--- src/rtl/fsc_pkg.sv ---
// Shared types for the per-thread fetch status controller.
package fsc_pkg;
    typedef enum logic [2:0] {
        ST_RUN     = 3'd0,
        ST_BLOCKED = 3'd1,
        ST_SQUASH  = 3'd2,
        ST_WRETRY  = 3'd3,
        ST_WRESP   = 3'd4,
        ST_DONE    = 3'd5
    } fstat_e;
endpackage

--- src/rtl/fsc_stall_latch.sv ---
// Sticky per-stage stall bits for one thread.
// Assumes an unblock pulse never coincides with a block pulse on the same
// bit and only arrives while that bit is set.
module fsc_stall_latch #(
    parameter int NUM_STAGES = 4
) (
    input  logic                  clk,
    input  logic                  rst_n,
    input  logic [NUM_STAGES-1:0] block_i,
    input  logic [NUM_STAGES-1:0] unblock_i,
    input  logic                  ctx_stall_i,
    output logic                  stalled_o
);
    logic [NUM_STAGES-1:0] bits_q;
    logic [NUM_STAGES-1:0] bits_n;

    // Apply this cycle's set and clear pulses.
    always_comb bits_n = (bits_q | block_i) & ~unblock_i;

    // Hold the sticky bits.
    always_ff @(posedge clk) begin
        if (!rst_n) bits_q <= '0;
        else        bits_q <= bits_n;
    end

    // The thread is stalled by any stage or by a context switch.
    always_comb stalled_o = (|bits_n) | ctx_stall_i;

    // an unblock only arrives for a bit that is set and not being set again.
    p_unblock_legal_r1: assert property (@(posedge clk) disable iff (!rst_n)
        ((unblock_i & ~bits_q) == '0) && ((unblock_i & block_i) == '0));
endmodule

--- src/rtl/fsc_thread_fsm.sv ---
// Status, PC and request tag of one thread.
// Applies squash, stall and resume in fixed priority, then cache events.
module fsc_thread_fsm
    import fsc_pkg::*;
#(
    parameter int          PC_W     = 32,
    parameter int          TAG_W    = 2,
    parameter logic [31:0] RESET_PC = 32'h0
) (
    input  logic             clk,
    input  logic             rst_n,
    input  logic             stalled_i,
    input  logic             cmt_squash_i,
    input  logic [PC_W-1:0]  cmt_target_i,
    input  logic             cmt_busy_i,
    input  logic             dec_squash_i,
    input  logic [PC_W-1:0]  dec_target_i,
    input  logic             issue_go_i,
    input  logic             issue_ok_i,
    input  logic             retry_go_i,
    input  logic             resp_sel_i,
    input  logic [TAG_W-1:0] resp_tag_i,
    output fstat_e           status_o,
    output fstat_e           status_next_o,
    output logic [PC_W-1:0]  pc_o,
    output logic [PC_W-1:0]  npc_o,
    output logic [TAG_W-1:0] tag_o,
    output logic             resp_hit_o
);
    localparam logic [PC_W-1:0] PC_INIT = PC_W'(RESET_PC);
    localparam logic [PC_W-1:0] PC_STEP = PC_W'(4);

    fstat_e            st_q, st_n;
    logic [PC_W-1:0]   pc_q, pc_n, npc_q;
    logic [TAG_W-1:0]  tag_q, tag_n;

    // A response counts only in WaitResp with the current tag.
    always_comb resp_hit_o = resp_sel_i && (st_q == ST_WRESP) && (resp_tag_i == tag_q);

    // Next-state selection in priority order.
    always_comb begin
        st_n  = st_q;
        pc_n  = pc_q;
        tag_n = tag_q;
        if (cmt_squash_i) begin
            st_n  = ST_SQUASH;
            pc_n  = cmt_target_i;
            tag_n = tag_q + TAG_W'(1);
        end else if (cmt_busy_i) begin
            st_n = ST_SQUASH;
        end else if (dec_squash_i && st_q != ST_SQUASH) begin
            st_n  = ST_SQUASH;
            pc_n  = dec_target_i;
            tag_n = tag_q + TAG_W'(1);
        end else if (stalled_i && st_q != ST_WRESP) begin
            st_n = ST_BLOCKED;
        end else if (st_q == ST_BLOCKED || st_q == ST_SQUASH) begin
            st_n = ST_RUN;
        end else if (resp_hit_o) begin
            st_n = stalled_i ? ST_BLOCKED : ST_DONE;
        end else if (retry_go_i && st_q == ST_WRETRY) begin
            st_n = ST_WRESP;
        end else if (issue_go_i && st_q == ST_RUN) begin
            st_n = issue_ok_i ? ST_WRESP : ST_WRETRY;
        end else if (st_q == ST_DONE) begin
            st_n = ST_RUN;
        end
    end

    // State registers.
    always_ff @(posedge clk) begin
        if (!rst_n) begin
            st_q  <= ST_RUN;
            pc_q  <= PC_INIT;
            npc_q <= PC_INIT + PC_STEP;
            tag_q <= '0;
        end else begin
            st_q  <= st_n;
            pc_q  <= pc_n;
            npc_q <= pc_n + PC_STEP;
            tag_q <= tag_n;
        end
    end

    assign status_o      = st_q;
    assign status_next_o = st_n;
    assign pc_o          = pc_q;
    assign npc_o         = npc_q;
    assign tag_o         = tag_q;

    // a commit squash redirects both PCs one cycle later.
    p_redirect_pc_r5: assert property (@(posedge clk) disable iff (!rst_n)
        cmt_squash_i |=> (pc_o == $past(cmt_target_i)) && (npc_o == $past(cmt_target_i) + PC_STEP));

    // a decode squash in Squashing leaves the PC alone.
    p_dec_ignored_r3: assert property (@(posedge clk) disable iff (!rst_n)
        (dec_squash_i && !cmt_squash_i && st_q == ST_SQUASH) |=> $stable(pc_q) && $stable(tag_q));

    // WaitResp survives a stall until a response or squash.
    p_wresp_hold_r4: assert property (@(posedge clk) disable iff (!rst_n)
        (st_q == ST_WRESP && !cmt_squash_i && !cmt_busy_i && !dec_squash_i && !resp_hit_o)
        |=> (st_q == ST_WRESP));

    // a matching response always leaves WaitResp for Blocked or AccessDone.
    p_resp_exit_r9: assert property (@(posedge clk) disable iff (!rst_n)
        (resp_hit_o && !cmt_squash_i && !cmt_busy_i && !dec_squash_i)
        |=> (st_q == ST_BLOCKED || st_q == ST_DONE));
endmodule

--- src/rtl/fsc_retry_slot.sv ---
// Single shared slot for a refused cache request.
// Assumes at most one thread is headed for WaitRetry in any cycle.
module fsc_retry_slot #(
    parameter int NUM_THREADS = 2,
    parameter int TID_W       = 1
) (
    input  logic                   clk,
    input  logic                   rst_n,
    input  logic [NUM_THREADS-1:0] wait_next_i,
    output logic                   busy_o,
    output logic [TID_W-1:0]       owner_o
);
    logic             busy_q;
    logic [TID_W-1:0] owner_q, owner_n;

    // Encode the thread that will hold the slot.
    always_comb begin
        owner_n = owner_q;
        for (int t = 0; t < NUM_THREADS; t++)
            if (wait_next_i[t]) owner_n = TID_W'(t);
    end

    // Slot register: occupied while its owner sits in WaitRetry.
    always_ff @(posedge clk) begin
        if (!rst_n) begin
            busy_q  <= 1'b0;
            owner_q <= '0;
        end else begin
            busy_q  <= |wait_next_i;
            owner_q <= owner_n;
        end
    end

    assign busy_o  = busy_q;
    assign owner_o = owner_q;

    // at most one thread ever holds the retry slot.
    p_single_owner_r8: assert property (@(posedge clk) disable iff (!rst_n)
        $onehot0(wait_next_i));

    // a freed slot reads as not blocked on the following cycle.
    p_release_r7: assert property (@(posedge clk) disable iff (!rst_n)
        (busy_q && wait_next_i == '0) |=> !busy_o);
endmodule

--- src/rtl/fetch_status_ctrl.sv ---
// Per-thread fetch status controller: stall latches, per-thread state
// machines and a shared retry slot, plus the stage-active summary.
// Assumes stage pulses follow the block/unblock protocol.
module fetch_status_ctrl
    import fsc_pkg::*;
#(
    parameter int          NUM_THREADS = 2,
    parameter int          PC_W        = 32,
    parameter int          TAG_W       = 2,
    parameter logic [31:0] RESET_PC    = 32'h0,
    parameter int          TID_W       = (NUM_THREADS > 1) ? $clog2(NUM_THREADS) : 1
) (
    input  logic                         clk,
    input  logic                         rst_n,
    input  logic [NUM_THREADS*4-1:0]     stage_block_i,
    input  logic [NUM_THREADS*4-1:0]     stage_unblock_i,
    input  logic                         ctx_stall_i,
    input  logic [NUM_THREADS-1:0]       cmt_squash_i,
    input  logic [NUM_THREADS*PC_W-1:0]  cmt_target_i,
    input  logic [NUM_THREADS-1:0]       cmt_busy_i,
    input  logic [NUM_THREADS-1:0]       dec_squash_i,
    input  logic [NUM_THREADS*PC_W-1:0]  dec_target_i,
    input  logic                         ic_issue_i,
    input  logic [TID_W-1:0]             ic_issue_tid_i,
    input  logic                         ic_issue_ok_i,
    input  logic                         ic_retry_i,
    input  logic                         ic_retry_ok_i,
    input  logic                         ic_resp_i,
    input  logic [TID_W-1:0]             ic_resp_tid_i,
    input  logic [TAG_W-1:0]             ic_resp_tag_i,
    output logic [NUM_THREADS*3-1:0]     status_o,
    output logic [NUM_THREADS*PC_W-1:0]  pc_o,
    output logic [NUM_THREADS*PC_W-1:0]  npc_o,
    output logic [NUM_THREADS*TAG_W-1:0] req_tag_o,
    output logic                         cache_blocked_o,
    output logic                         resp_drop_o,
    output logic                         active_o
);
    localparam int NUM_STAGES = 4;

    logic [NUM_THREADS-1:0] stalled, wait_next, resp_hit, works;
    logic [TID_W-1:0]       slot_owner;
    logic                   slot_busy;

    for (genvar t = 0; t < NUM_THREADS; t++) begin : g_thr
        fstat_e st, st_next;

        fsc_stall_latch #(.NUM_STAGES(NUM_STAGES)) u_stall (
            .clk        (clk),
            .rst_n      (rst_n),
            .block_i    (stage_block_i[t*NUM_STAGES +: NUM_STAGES]),
            .unblock_i  (stage_unblock_i[t*NUM_STAGES +: NUM_STAGES]),
            .ctx_stall_i(ctx_stall_i),
            .stalled_o  (stalled[t])
        );

        fsc_thread_fsm #(.PC_W(PC_W), .TAG_W(TAG_W), .RESET_PC(RESET_PC)) u_fsm (
            .clk          (clk),
            .rst_n        (rst_n),
            .stalled_i    (stalled[t]),
            .cmt_squash_i (cmt_squash_i[t]),
            .cmt_target_i (cmt_target_i[t*PC_W +: PC_W]),
            .cmt_busy_i   (cmt_busy_i[t]),
            .dec_squash_i (dec_squash_i[t]),
            .dec_target_i (dec_target_i[t*PC_W +: PC_W]),
            .issue_go_i   (ic_issue_i && !slot_busy && ic_issue_tid_i == TID_W'(t)),
            .issue_ok_i   (ic_issue_ok_i),
            .retry_go_i   (ic_retry_i && ic_retry_ok_i && slot_busy && slot_owner == TID_W'(t)),
            .resp_sel_i   (ic_resp_i && ic_resp_tid_i == TID_W'(t)),
            .resp_tag_i   (ic_resp_tag_i),
            .status_o     (st),
            .status_next_o(st_next),
            .pc_o         (pc_o[t*PC_W +: PC_W]),
            .npc_o        (npc_o[t*PC_W +: PC_W]),
            .tag_o        (req_tag_o[t*TAG_W +: TAG_W]),
            .resp_hit_o   (resp_hit[t])
        );

        // Per-thread summaries for the slot and the active flag.
        always_comb begin
            wait_next[t] = (st_next == ST_WRETRY);
            works[t]     = (st == ST_RUN) || (st == ST_SQUASH) || (st == ST_DONE);
        end
        assign status_o[t*3 +: 3] = st;
    end

    fsc_retry_slot #(.NUM_THREADS(NUM_THREADS), .TID_W(TID_W)) u_slot (
        .clk        (clk),
        .rst_n      (rst_n),
        .wait_next_i(wait_next),
        .busy_o     (slot_busy),
        .owner_o    (slot_owner)
    );

    // Top-level flags.
    always_comb begin
        cache_blocked_o = slot_busy;
        resp_drop_o     = ic_resp_i && (resp_hit == '0);
        active_o        = |works;
    end

    // a refused issue on a free cache raises the blocked flag.
    p_refuse_blocks_r6: assert property (@(posedge clk) disable iff (!rst_n)
        (ic_issue_i && !ic_issue_ok_i && !cache_blocked_o && wait_next != '0) |=> cache_blocked_o);
endmodule

--- config.mk ---
export PLATFORM = sky130hd
export DESIGN_NAME = fetch_status_ctrl
export DESIGN_NICKNAME = d
export VERILOG_FILES = /design/src/rtl/fsc_pkg.sv /design/src/rtl/fsc_stall_latch.sv /design/src/rtl/fsc_thread_fsm.sv /design/src/rtl/fsc_retry_slot.sv /design/src/rtl/fetch_status_ctrl.sv
export SDC_FILE = /design/constraint.sdc
export NUM_CORES = 1
export LEC_CHECK = 0
export BUFFER_PORTS_ARGS = -buffer_cell sky130_fd_sc_hd__buf_2
export CAP_MARGIN = 20
export CELL_PAD_IN_SITES_DETAIL_PLACEMENT = 0
export CELL_PAD_IN_SITES_GLOBAL_PLACEMENT = 1
export CORE_MARGIN = 2
export CORE_UTILIZATION = 31
export DETAILED_ROUTE_END_ITERATION = 16
export PLACE_DENSITY_LB_ADDON = 0.25
export SKIP_LAST_GASP = 1
export SYNTH_ARGS = -nofsm -noshare
export SYNTH_HDL_FRONTEND = slang
export SYNTH_SLANG_ARGS = --single-unit
--- constraint.sdc ---
create_clock -name clk -period 2.8 [get_ports clk]
set_input_delay 0.14 -clock clk [delete_from_list [all_inputs] [get_ports clk]]
set_output_delay 0.14 -clock clk [all_outputs]
set_load 0.005 [all_outputs]
==> key figures, run 1 <==
Timing
  – Worst-Margin Slew: slightly below 900 ps
  – Setup tns final: 0 ps
  – Setup violations, final: 0
  – Slew HR: between 40% and 50%
  – RSZ-0062 raised after global routing: yes
  – Hold Slack: 20.8 ps
  – Skew final: 9.95 ps
  – Max-slew violations: 0
  – Fmax: ~380 MHz
  – Minimum clock period: about 2600 ps
  – Fin crit share: between 90% and 100%
  – Final Hold Fails: 0
  – Min setup slack post-route: approximately 160 ps

Power
  – Worst vdd ir: just over 0.3 mV
  – Pleak: 4.64 nW
  – Power density over the cells: about 560 nW/um^2

Drt
  – # DRC: 0
  – 1st-pass router iterations: 5
  – Antenna viol nets, final: 0
  – Initial drt markers: a little under 400
  – Drt wl/cell: between 15 and 20 um
  – Routed wl met3: roughly 1800 um
  – Final wirelength: 26,900 um
  – Vias per cell: 5.11
  – WL met2: 12,900 um
  – Highest Signal Layer: met4
  – Routed vias: about 7,700
  – Post-Route M1 WL: roughly 12,000 um

Status
  – Status: finished clean

Clock network
  – Clock Sinks: between 100 and 150
  – Num CTS Buffers: 17
  – Clock Latency Late Sink: between 400 and 500 ps
  – Root buf cell: clkbuf_16
  – CTS tree: done
  – Clock buffer depth: 2
  – Clock Pin Slew Worst Setup and Hold Paths: roughly 60 ps
  – Htree depth: 4

Floorplanning
  – # rows: between 50 and 60
  – Initial Util: about a third
  – Core Area: 22,500 um^2
  – Die W: between 150 and 200 um
  – Die H: between 150 and 200 um
  – I/O pin cnt: roughly 300
  – DIE AREA: around 24,000 um^2

Layout
  – Most frequent cells in the layout: 302 x buf_2, 144 x dfxtp_1, 86 x buf_4
  – Cell area after layout: ~10,000 um^2
  – Register Area: between 2000 and 3000 um^2
  – Final core area utilization: between 40% and 50%
  – # fillers: approximately 2,300
  – Share of post-route cells with drive strength above 1: approximately 37%
  – Most common cell after layout, fill and taps aside: buf_2
  – Layout area overhead: 45.6%
  – # nets final: roughly 1,400
  – Area of the multi-input gates: approximately 3900 um^2

Yosys
  – Yosys warns: 0
  – Post-synth top flop: dfxtp_1
  – Sequential-to-total area share from yosys stat: between 40% and 50%
  – Syn Nets: about 1,000
  – #FFs+latches synth: 144
  – Post-synth top area cell: dfxtp_1
  – Library cells used by synthesis: 58
  – Syn Area/Cell: 8.47 um^2
  – Mapped Area: a little over 7000 um^2
  – Post-synthesis cell count: roughly 840
  – Most area-consuming cells after synthesis: dfxtp_1 41%, o21ai_0 5.7%, and2_1 5.0%
  – Top cell type's share of synthesized area: between 40% and 50%
  – Post-synth EDFFs: 0
  – Synth async-reset ratio: 0%

Global route
  – Total GRT Usage: a little over a fifth
  – Largest net degree at the start of global routing: 60
  – Total global routing overflow: 0
  – Global-route wire length before repair: around 40,000 um
  – Initial antenna violation count: 1
  – Vias in the first global route: between 7,000 and 8,000

Critical path
  – Crit path max fanout: 16
  – CP Class: reg2reg
  – Endpoint type of the worst setup path: flip-flop
  – Worst Path Required: between 3000 and 4000 ps
  – CP Launch Type: flip-flop
  – Crit path DAT: 2990 ps

Place
  – RD Place Congestion: 0.870
  – DP Worst Slack: between 100 and 150 ps
  – Area post-placement: 9440 um^2
  – Dpl hpwl: between 20,000 and 25,000 um
  – IO buf count: approximately 300

Worst hold path
  – Class of the worst hold path: in2reg

Job
  – MaxCap Viol Count: 0
==> Yosys cell counts (3+ instances only) <==
cell       instances
inv_1             10
nor4_1            11
mux2_1            15
dfxtp_1          144
mux2_2             5
and2_1            57
xnor2_1           15
nand2b_1           8
or4_1              9
or3_1              9
o21a_1             3
clkbuf_1          30
buf_1              6
nor2_1            79
xor2_1            13
o22ai_1            3
a2bb2oi_1         40
a31oi_1           51
o31ai_1            5
and4_1            10
nand3_1           27
and3_1            10
nand2_1           39
nor3_1            22
o21bai_1           4
a21oi_1           26
nor2b_1            3
o21ai_1            4
nand4_1           17
a211o_1            3
mux2i_1            8
a2bb2oi_2          4
buf_2             20
buf_4             10
a311oi_1           4
o21ai_0           81
==> metal layers <==
metal | GRT usage (%) | vias up
li1 | - | 3777
met1 | 27.3 | 3603
met2 | 36.6 | 271
met3 | 4.62 | 28
met4 | 6.39 | 0
met5 | 0 | -
==> cell type report <==
class	instances	share of cell area, %
timing repair buffer	417	24.8
multi-input combinational	612	37.6
inverter	12	0.437
tap	285	3.46
antenna	2	0.0486
clock buffer	18	4.16
sequential	144	28.0
clock inverter	13	1.59
==> path summary, 6_finish.rpt <==
path	startpoint	endpoint	slack [ps]	cells after the start
worst max-delay path	g_thr[1].u_fsm.status_o[1]	g_thr[1].u_fsm.npc_o[25]	160	9
worst min-delay path	stage_unblock_i[3]	g_thr[0].u_stall.bits_q[3]	20	3
worst max register to register	g_thr[1].u_fsm.status_o[1]	g_thr[1].u_fsm.npc_o[25]	160	9
worst min register to register	g_thr[0].u_stall.bits_q[3]	g_thr[0].u_stall.bits_q[3]	490	2
==> cells by family (layout without fill, tap and decap cells) <==
family / Yosys count / in the layout / share of synthesized area (%)
simple gates: 317 / 317 / 24.2
compound gates: 237 / 237 / 21.6
flops: 144 / 144 / 40.7
buf+inv: 80 / 460 / 5.34
xor+xnor: 28 / 28 / 3.46
mux: 28 / 28 / 4.31
fa+ha+maj: 2 / 2 / 0.353
other cells: 0 / 2 / 0
==> critical path, cell delays in order, from the launching register on <==
cell,delay [ps]
dfxtp_1,360
nor3b_4,260
buf_12,180
o21ai_0,160
a2bb2oi_2,260
nand2_1,120
or4_1,400
buf_4,210
or4_1,480
a21oi_1,140
==> through the flow <==
step	total power [mW]	cells
floorplan	2.85	836
global placement	3.43	1449
detailed placement	3.43	1449
CTS	5.80	1499
global route	6.02	1502
finish	5.75	1503
==> where the power goes <==
group          total (mW)  internal (mW)  switching [mW]
logic                1.15          0.564           0.589
registers            2.28           2.20          0.0761
clock network        2.32           1.40           0.918
==> registers in the layout, indices dropped and copies added (netlist names) <==
register,flops
g_thr.u_fsm.tag_o,4
u_slot.owner_o,1
g_thr.u_fsm.npc_o,64
g_thr.u_fsm.pc_o,60
g_thr.u_stall.bits_q,8
u_slot.busy_o,1
g_thr.u_fsm.status_o,6
==> timing repair <==
item,in CTS,in global routing
gates resized for setup,0,7
buffers inserted,0,1
hold endpoints to repair,11,0
setup endpoints to repair,0,13
hold buffers,19,0
No activity file was read; power rests on OpenSTA's default activity.
==> run 2: changes to the inputs <==
--- a/config.mk
+++ b/config.mk
@@ -5,11 +5,11 @@
 export SDC_FILE = /design/constraint.sdc
 export NUM_CORES = 1
 export LEC_CHECK = 0
-export BUFFER_PORTS_ARGS = -buffer_cell sky130_fd_sc_hd__buf_2
+export BUFFER_PORTS_ARGS = -buffer_cell sky130_fd_sc_hd__clkbuf_2
 export CAP_MARGIN = 20
 export CELL_PAD_IN_SITES_DETAIL_PLACEMENT = 0
 export CELL_PAD_IN_SITES_GLOBAL_PLACEMENT = 1
-export CORE_MARGIN = 2
+export CORE_ASPECT_RATIO = 0.7
 export CORE_UTILIZATION = 31
 export DETAILED_ROUTE_END_ITERATION = 16
 export PLACE_DENSITY_LB_ADDON = 0.25
==> key figures, run 2 (synthesis results as in run 1) <==
Power
  – Power share of the clock group: 41.8% (+1.5 points)
  – Switching share of power: 26.7% (-0.86 points)
  – Sequential share of power: 38.5% (-1.1 points)
  – Power, Total: 5.93 mW (+3.1%)
  – Power density over the cells: 569 nW/um^2 (+2.0%)
  – Pleak: 4.62 nW (-0.32%)
  – Combinational power share: 19.7% (-0.4 points)
  – Switching pwr: 1.58 mW (about the same)
  – Worst vdd ir: 0.389 mV (+25%)
  – Internal power: 4.35 mW (+4.3%)

Drt
  – Initial drt markers: 556 (+40%)
  – # DRC: 0 (unchanged)
  – 1st-pass router iterations: 5 (unchanged)
  – Drt wl/cell: 17.9 um (+0.39%)
  – Vias per cell: 5.10 (-0.12%)
  – Final wirelength: 27,200 um (+1.1%)
  – Antenna viol nets, final: 0 (unchanged)
  – Routed vias: 7,726 (+0.61%)

Timing
  – Final Hold Fails: 0 (unchanged)
  – Setup violations, final: 0 (unchanged)
  – Minimum clock period: 2760 ps (+115 ps)
  – Worst-Margin Slew: 620 ps (-257 ps)
  – Fmax: 362 MHz (-4.2%)
  – Slew HR: 58.6% (+17 points)
  – Max-slew violations: 0 (unchanged)
  – Fin crit share: 98.5% (+4.1 points)
  – Skew final: 11.2 ps (+1.23 ps)
  – Min setup slack post-route: 41.2 ps (-115 ps)
  – RSZ-0062 raised after global routing: yes
  – Hold Slack: 22.2 ps (+1.35 ps)

Floorplanning
  – # rows: 45 (-18%)
  – Die H: 128 um (-17%)
  – Core Area: 22,000 um^2 (-2.2%)
  – DIE AREA: 23,500 um^2 (-2.5%)
  – Die W: 183 um (+18%)
  – Initial Util: 32.2% (+0.70 points)
  – I/O pin cnt: 303 (unchanged)

Global route
  – Vias in the first global route: 7,186 (-3.9%)
  – Initial antenna violation count: 0 (-1)
  – Largest net degree at the start of global routing: 60 (unchanged)
  – Global-route wire length before repair: 40,200 um (-0.38%)
  – Total global routing overflow: 0 (unchanged)
  – Total GRT Usage: 22.2% (+0.75 points)

Layout
  – Max FFs per register: 64 (unchanged)
  – Most common cell after layout, fill and taps aside: clkbuf_2
  – Most frequent cells in the layout: 302 x clkbuf_2, 143 x dfxtp_1, 81 x buf_4
  – Share of post-route cells with drive strength above 1: 39.5% (+2.0 points)
  – Ant. Diodes: 0 (-2)
  – # nets final: 1,362 (-0.44%)
  – Fin cells: 1,514 (+0.73%)
  – Layout area overhead: 47.2%

Clock network
  – Num CTS Buffers: 17 (unchanged)
  – CTS tree: done
  – Clock Sinks: 144 (unchanged)
  – Clock Pin Slew Worst Setup and Hold Paths: 60 ps (about the same)
  – Clock buffer depth: 2 (unchanged)
  – Htree depth: 4 (unchanged)
  – Clock Latency Late Sink: 430 ps (about the same)
  – Root buf cell: clkbuf_16

Place
  – Placed Cells: 1,454 (+0.35%)
  – DP Worst Slack: -103 ps (-220 ps)
  – RD Place Congestion: 0.868 (-0.13%)
  – Dpl hpwl: 20,000 um (-1.8%)
  – IO buf count: 302 (unchanged)

Job
  – MaxCap Viol Count: 0 (unchanged)

Worst hold path
  – Class of the worst hold path: in2reg

Critical path
  – Endpoint type of the worst setup path: flip-flop
  – Worst Path Required: 3100 ps (-40 ps)
  – Crit path max fanout: 15 (-1)
  – Worst R2R Setup Slack: 40 ps (-110 ps)
  – CP Launch Type: flip-flop
  – Crit path DAT: 3060 ps (+70 ps)
  – CP Class: reg2reg

Status
  – Status: finished clean
run 2: power by group through the flow:
stage,clock (mW),combinational [mW],sequential (mW)
floorplan,0,0.534,2.32
detailed placement,0,1.08,2.32
CTS,2.55,1.11,2.28
finish,2.48,1.17,2.28
global route,2.63,1.28,2.29
global placement,0,1.08,2.33
run 2: per-stage QoR:
| step | cell area [um^2] | util, % | TNS (ps) |
|---|---|---|---|
| finish | 10400 | 47.3 | 0 |
| detailed placement | 9330 | 42.4 | -487 |
| global placement | 9330 | 42.4 | -108 |
| floorplan | 7080 | - | 0 |
| global route | 10400 | 47.3 | -611 |
| CTS | 10200 | 46.2 | 0 |
run 2: area by class of cell:
class | instances | area, um^2
multi-input cells | 613 | 4000
repair buffers | 410 | 2480
well taps | 305 | 382
inverters | 12 | 45.0
clock buffers | 18 | 439
flip-flops and latches | 144 | 2880
fillers | 2232 | 11600
clock inverters | 12 | 191
run 2: critical path, stage by stage (launching register included):
cell and delay (ps):
dfxtp_1 340, nor3b_4 220, buf_4 150, buf_12 140, o21ai_0 150, a2bb2oi_2 210, nand4_1 250, nand2b_2 350
buf_4 200, nor3_1 270, mux2_1 350
run 2: path summary, 6_finish.rpt:
path,start,end,cells after the start
min,stage_block_i[3],g_thr[0].u_stall.bits_q[3],3
min reg2reg,g_thr[0].u_stall.bits_q[3],g_thr[0].u_stall.bits_q[3],2
max,g_thr[0].u_fsm.status_o[0],g_thr[0].u_fsm.npc_o[22],10
max reg2reg,g_thr[0].u_fsm.status_o[0],g_thr[0].u_fsm.npc_o[22],10
run 2: what timing repair did:
action | in CTS | in global routing
buffers inserted | 3 | 7
setup endpoints to repair | 9 | 24
gates cloned | 0 | 2
hold buffers | 18 | 0
hold endpoints to repair | 10 | 0
resized for setup | 2 | 37
pin swaps | 1 | 11
run 2: routing by layer:
metal	GRT usage, %	up-vias	wire, um
li1	-	3770	-
met1	33.2	3635	14000
met2	31.2	299	11000
met3	5.60	22	1880
met4	5.73	0	297
met5	0	-	0
==> run 3: changes to the inputs <==
--- a/config.mk
+++ b/config.mk
@@ -5,14 +5,14 @@
 export SDC_FILE = /design/constraint.sdc
 export NUM_CORES = 1
 export LEC_CHECK = 0
-export BUFFER_PORTS_ARGS = -buffer_cell sky130_fd_sc_hd__clkbuf_2
+export BUFFER_PORTS_ARGS = -buffer_cell sky130_fd_sc_hd__buf_2
 export CAP_MARGIN = 20
 export CELL_PAD_IN_SITES_DETAIL_PLACEMENT = 0
 export CELL_PAD_IN_SITES_GLOBAL_PLACEMENT = 1
 export CORE_ASPECT_RATIO = 0.7
 export CORE_UTILIZATION = 31
 export DETAILED_ROUTE_END_ITERATION = 16
-export PLACE_DENSITY_LB_ADDON = 0.25
+export PLACE_DENSITY_LB_ADDON = 0.1
 export SKIP_LAST_GASP = 1
 export SYNTH_ARGS = -nofsm -noshare
 export SYNTH_HDL_FRONTEND = slang
==> key figures, run 3 (synthesis results as in run 1) <==
Timing
  – Worst-Margin Slew: 619 ps (-1.18 ps)
  – Setup violations, final: 0 (unchanged)
  – Max-slew violations: 0 (unchanged)
  – Fin crit share: 94.9% (-3.6 points)
  – Slew HR: 58.3% (-0.36 points)
  – Fmax: 376 MHz (+3.8%)
  – Hold Slack: 35.6 ps (+13.5 ps)
  – Skew final: 11.2 ps (-0.000200 ps)
  – RSZ-0062 raised after global routing: no
  – Minimum clock period: 2660 ps (-102 ps)
  – Final Hold Fails: 0 (unchanged)

Clock network
  – CTS tree: done
  – Root buf cell: clkbuf_16
  – Htree depth: 4 (unchanged)
  – Clock Pin Slew Worst Setup and Hold Paths: 60 ps (about the same)
  – Num CTS Buffers: 17 (unchanged)
  – Clock Latency Late Sink: 420 ps (about the same)
  – Clock buffer depth: 2 (unchanged)
  – Clock Sinks: 144 (unchanged)

Drt
  – Antenna viol nets, final: 0 (unchanged)
  – Initial drt markers: 582 (+4.7%)
  – Highest Signal Layer: met4
  – Final wirelength: 26,600 um (-2.2%)
  – Routed wl met3: 1790 um (-4.6%)
  – Routed vias: 7,623 (-1.3%)
  – # DRC: 0 (unchanged)
  – 1st-pass router iterations: 5 (unchanged)
  – WL met2: 10,900 um (-0.21%)
  – Post-Route M1 WL: 13,500 um (-3.7%)
  – Vias per cell: 5.03 (-1.5%)
  – Drt wl/cell: 17.5 um (-2.4%)

Critical path
  – Crit-path max cell delay: 560 ps (+210 ps)
  – CP delay by family, top: simple AND/OR/NAND/NOR gates
  – CP Launch Type: flip-flop
  – Ordered cell list for the critical path: nor3b_4 -> buf_12 -> o21ai_0 -> a2bb2oi_2 -> nand4_1 -> or4_4 -> buf_4 -> or4_1 -> a21oi_1
  – Crit path DAT: 3000 ps (-60 ps)
  – Worst Path Required: 3140 ps (+40 ps)
  – CP Class: reg2reg
  – Slowest CP cell: or4_4
  – Worst path bufs/invs: 2 (-1)
  – Crit path max fanout: 13 (-2)
  – Endpoint type of the worst setup path: flip-flop

Power
  – Pleak: 4.58 nW (-0.98%)
  – Power density over the cells: 543 nW/um^2 (-4.5%)
  – Power, Total: 5.61 mW (-5.4%)
  – Worst vdd ir: 0.392 mV (+0.71%)

Global route
  – Total GRT Usage: 22.3% (+0.048 points)
  – Global-route wire length before repair: 40,400 um (+0.53%)
  – Initial antenna violation count: 0 (unchanged)
  – Largest net degree at the start of global routing: 60 (unchanged)
  – Vias in the first global route: 7,173 (-0.18%)
  – Total global routing overflow: 0 (unchanged)

Floorplanning
  – Core Area: 22,000 um^2 (unchanged)
  – DIE AREA: 23,500 um^2 (unchanged)
  – Die H: 128 um (unchanged)
  – Initial Util: 32.2% (unchanged)
  – I/O pin cnt: 303 (unchanged)
  – Die W: 183 um (unchanged)
  – # rows: 45 (unchanged)

Job
  – MaxCap Viol Count: 0 (unchanged)

Layout
  – Register Area: 2880 um^2 (about the same)
  – Most common cell after layout, fill and taps aside: buf_2
  – Layout area overhead: 45.7%
  – Fin cells: 1,517 (+0.20%)
  – Most frequent cells in the layout: 302 x buf_2, 144 x dfxtp_1, 81 x o21ai_0
  – # fillers: 2,210 (-0.99%)
  – Area of the multi-input gates: 3960 um^2 (-1.1%)
  – Ant. Diodes: 0 (unchanged)
  – Share of post-route cells with drive strength above 1: 38.4% (-1.1 points)
  – Max FFs per register: 64 (unchanged)
  – # nets final: 1,364 (+0.15%)
  – Final core area utilization: 46.9% (-0.47 points)

Place
  – Dpl hpwl: 19,800 um (-0.91%)
  – RD Place Congestion: 0.858 (-1.2%)
  – Placed Cells: 1,461 (+0.48%)
  – IO buf count: 302 (unchanged)

Status
  – Status: finished clean

Worst hold path
  – Class of the worst hold path: in2reg
-- run 3: timing repair --
item / in CTS / in global routing
setup buffers: 0 / 2
gates resized for setup: 4 / 25
cloned: 0 / 0
hold buffers: 23 / 0
pin swaps: 0 / 6
endpoints found under the hold margin: 12 / 0
setup endpoints to repair: 10 / 22
-- run 3: power by group --
part / switching [mW] / leakage (nW) / internal, mW
logic: 0.597 / 3.12 / 0.559
registers: 0.0737 / 1.20 / 2.20
clock network: 0.925 / 0.260 / 1.25
total: 1.60 / 4.58 / 4.01
-- run 3: path summary, 6_finish.rpt --
path	startpoint	end	slack [ps]	cells after the start
setup / recovery	g_thr[1].u_fsm.status_o[2]	g_thr[1].u_fsm.npc_o[25]	140	9
hold / removal	stage_block_i[7]	g_thr[1].u_stall.bits_q[3]	40	3
setup reg to reg	g_thr[1].u_fsm.status_o[2]	g_thr[1].u_fsm.npc_o[25]	140	9
hold reg to reg	g_thr[1].u_stall.bits_q[3]	g_thr[1].u_stall.bits_q[3]	510	2
-- run 3: worst reg2reg max path, delay by kind of cell, from the launching register on --
kind                   cells  cell delay, ps
AOI/OAI and AO/OA          3             480
and+or+nand+nor            4            1400
buffers and inverters      2             360
DFF                        1             360
-- run 3: stage by stage --
step	setup slack (ps)	cell area (um^2)	setup TNS, ps
final	143	10300	0
after global routing	5.02	10300	0
after CTS	9.46	10200	0
after detailed placement	-94.8	9380	-446
after global placement	-18.2	9380	-18.2
after floorplan	71.4	7080	0
-- run 3: area by class of cell --
type                            count  area share [%]
Clock inverter                     11            1.06
Tap cell                          305            3.70
Sequential cell                   144            27.9
Inverter                           12           0.437
Timing Repair Buffer              413            24.2
Clock buffer                       20            4.33
Multi-Input combinational cell    612            38.4
-- run 3: per-layer routing --
metal	GRT usage, %	vias up
li1	-	3764
met1	33.7	3561
met2	31.3	277
met3	5.04	21
met4	5.68	0
met5	0	-
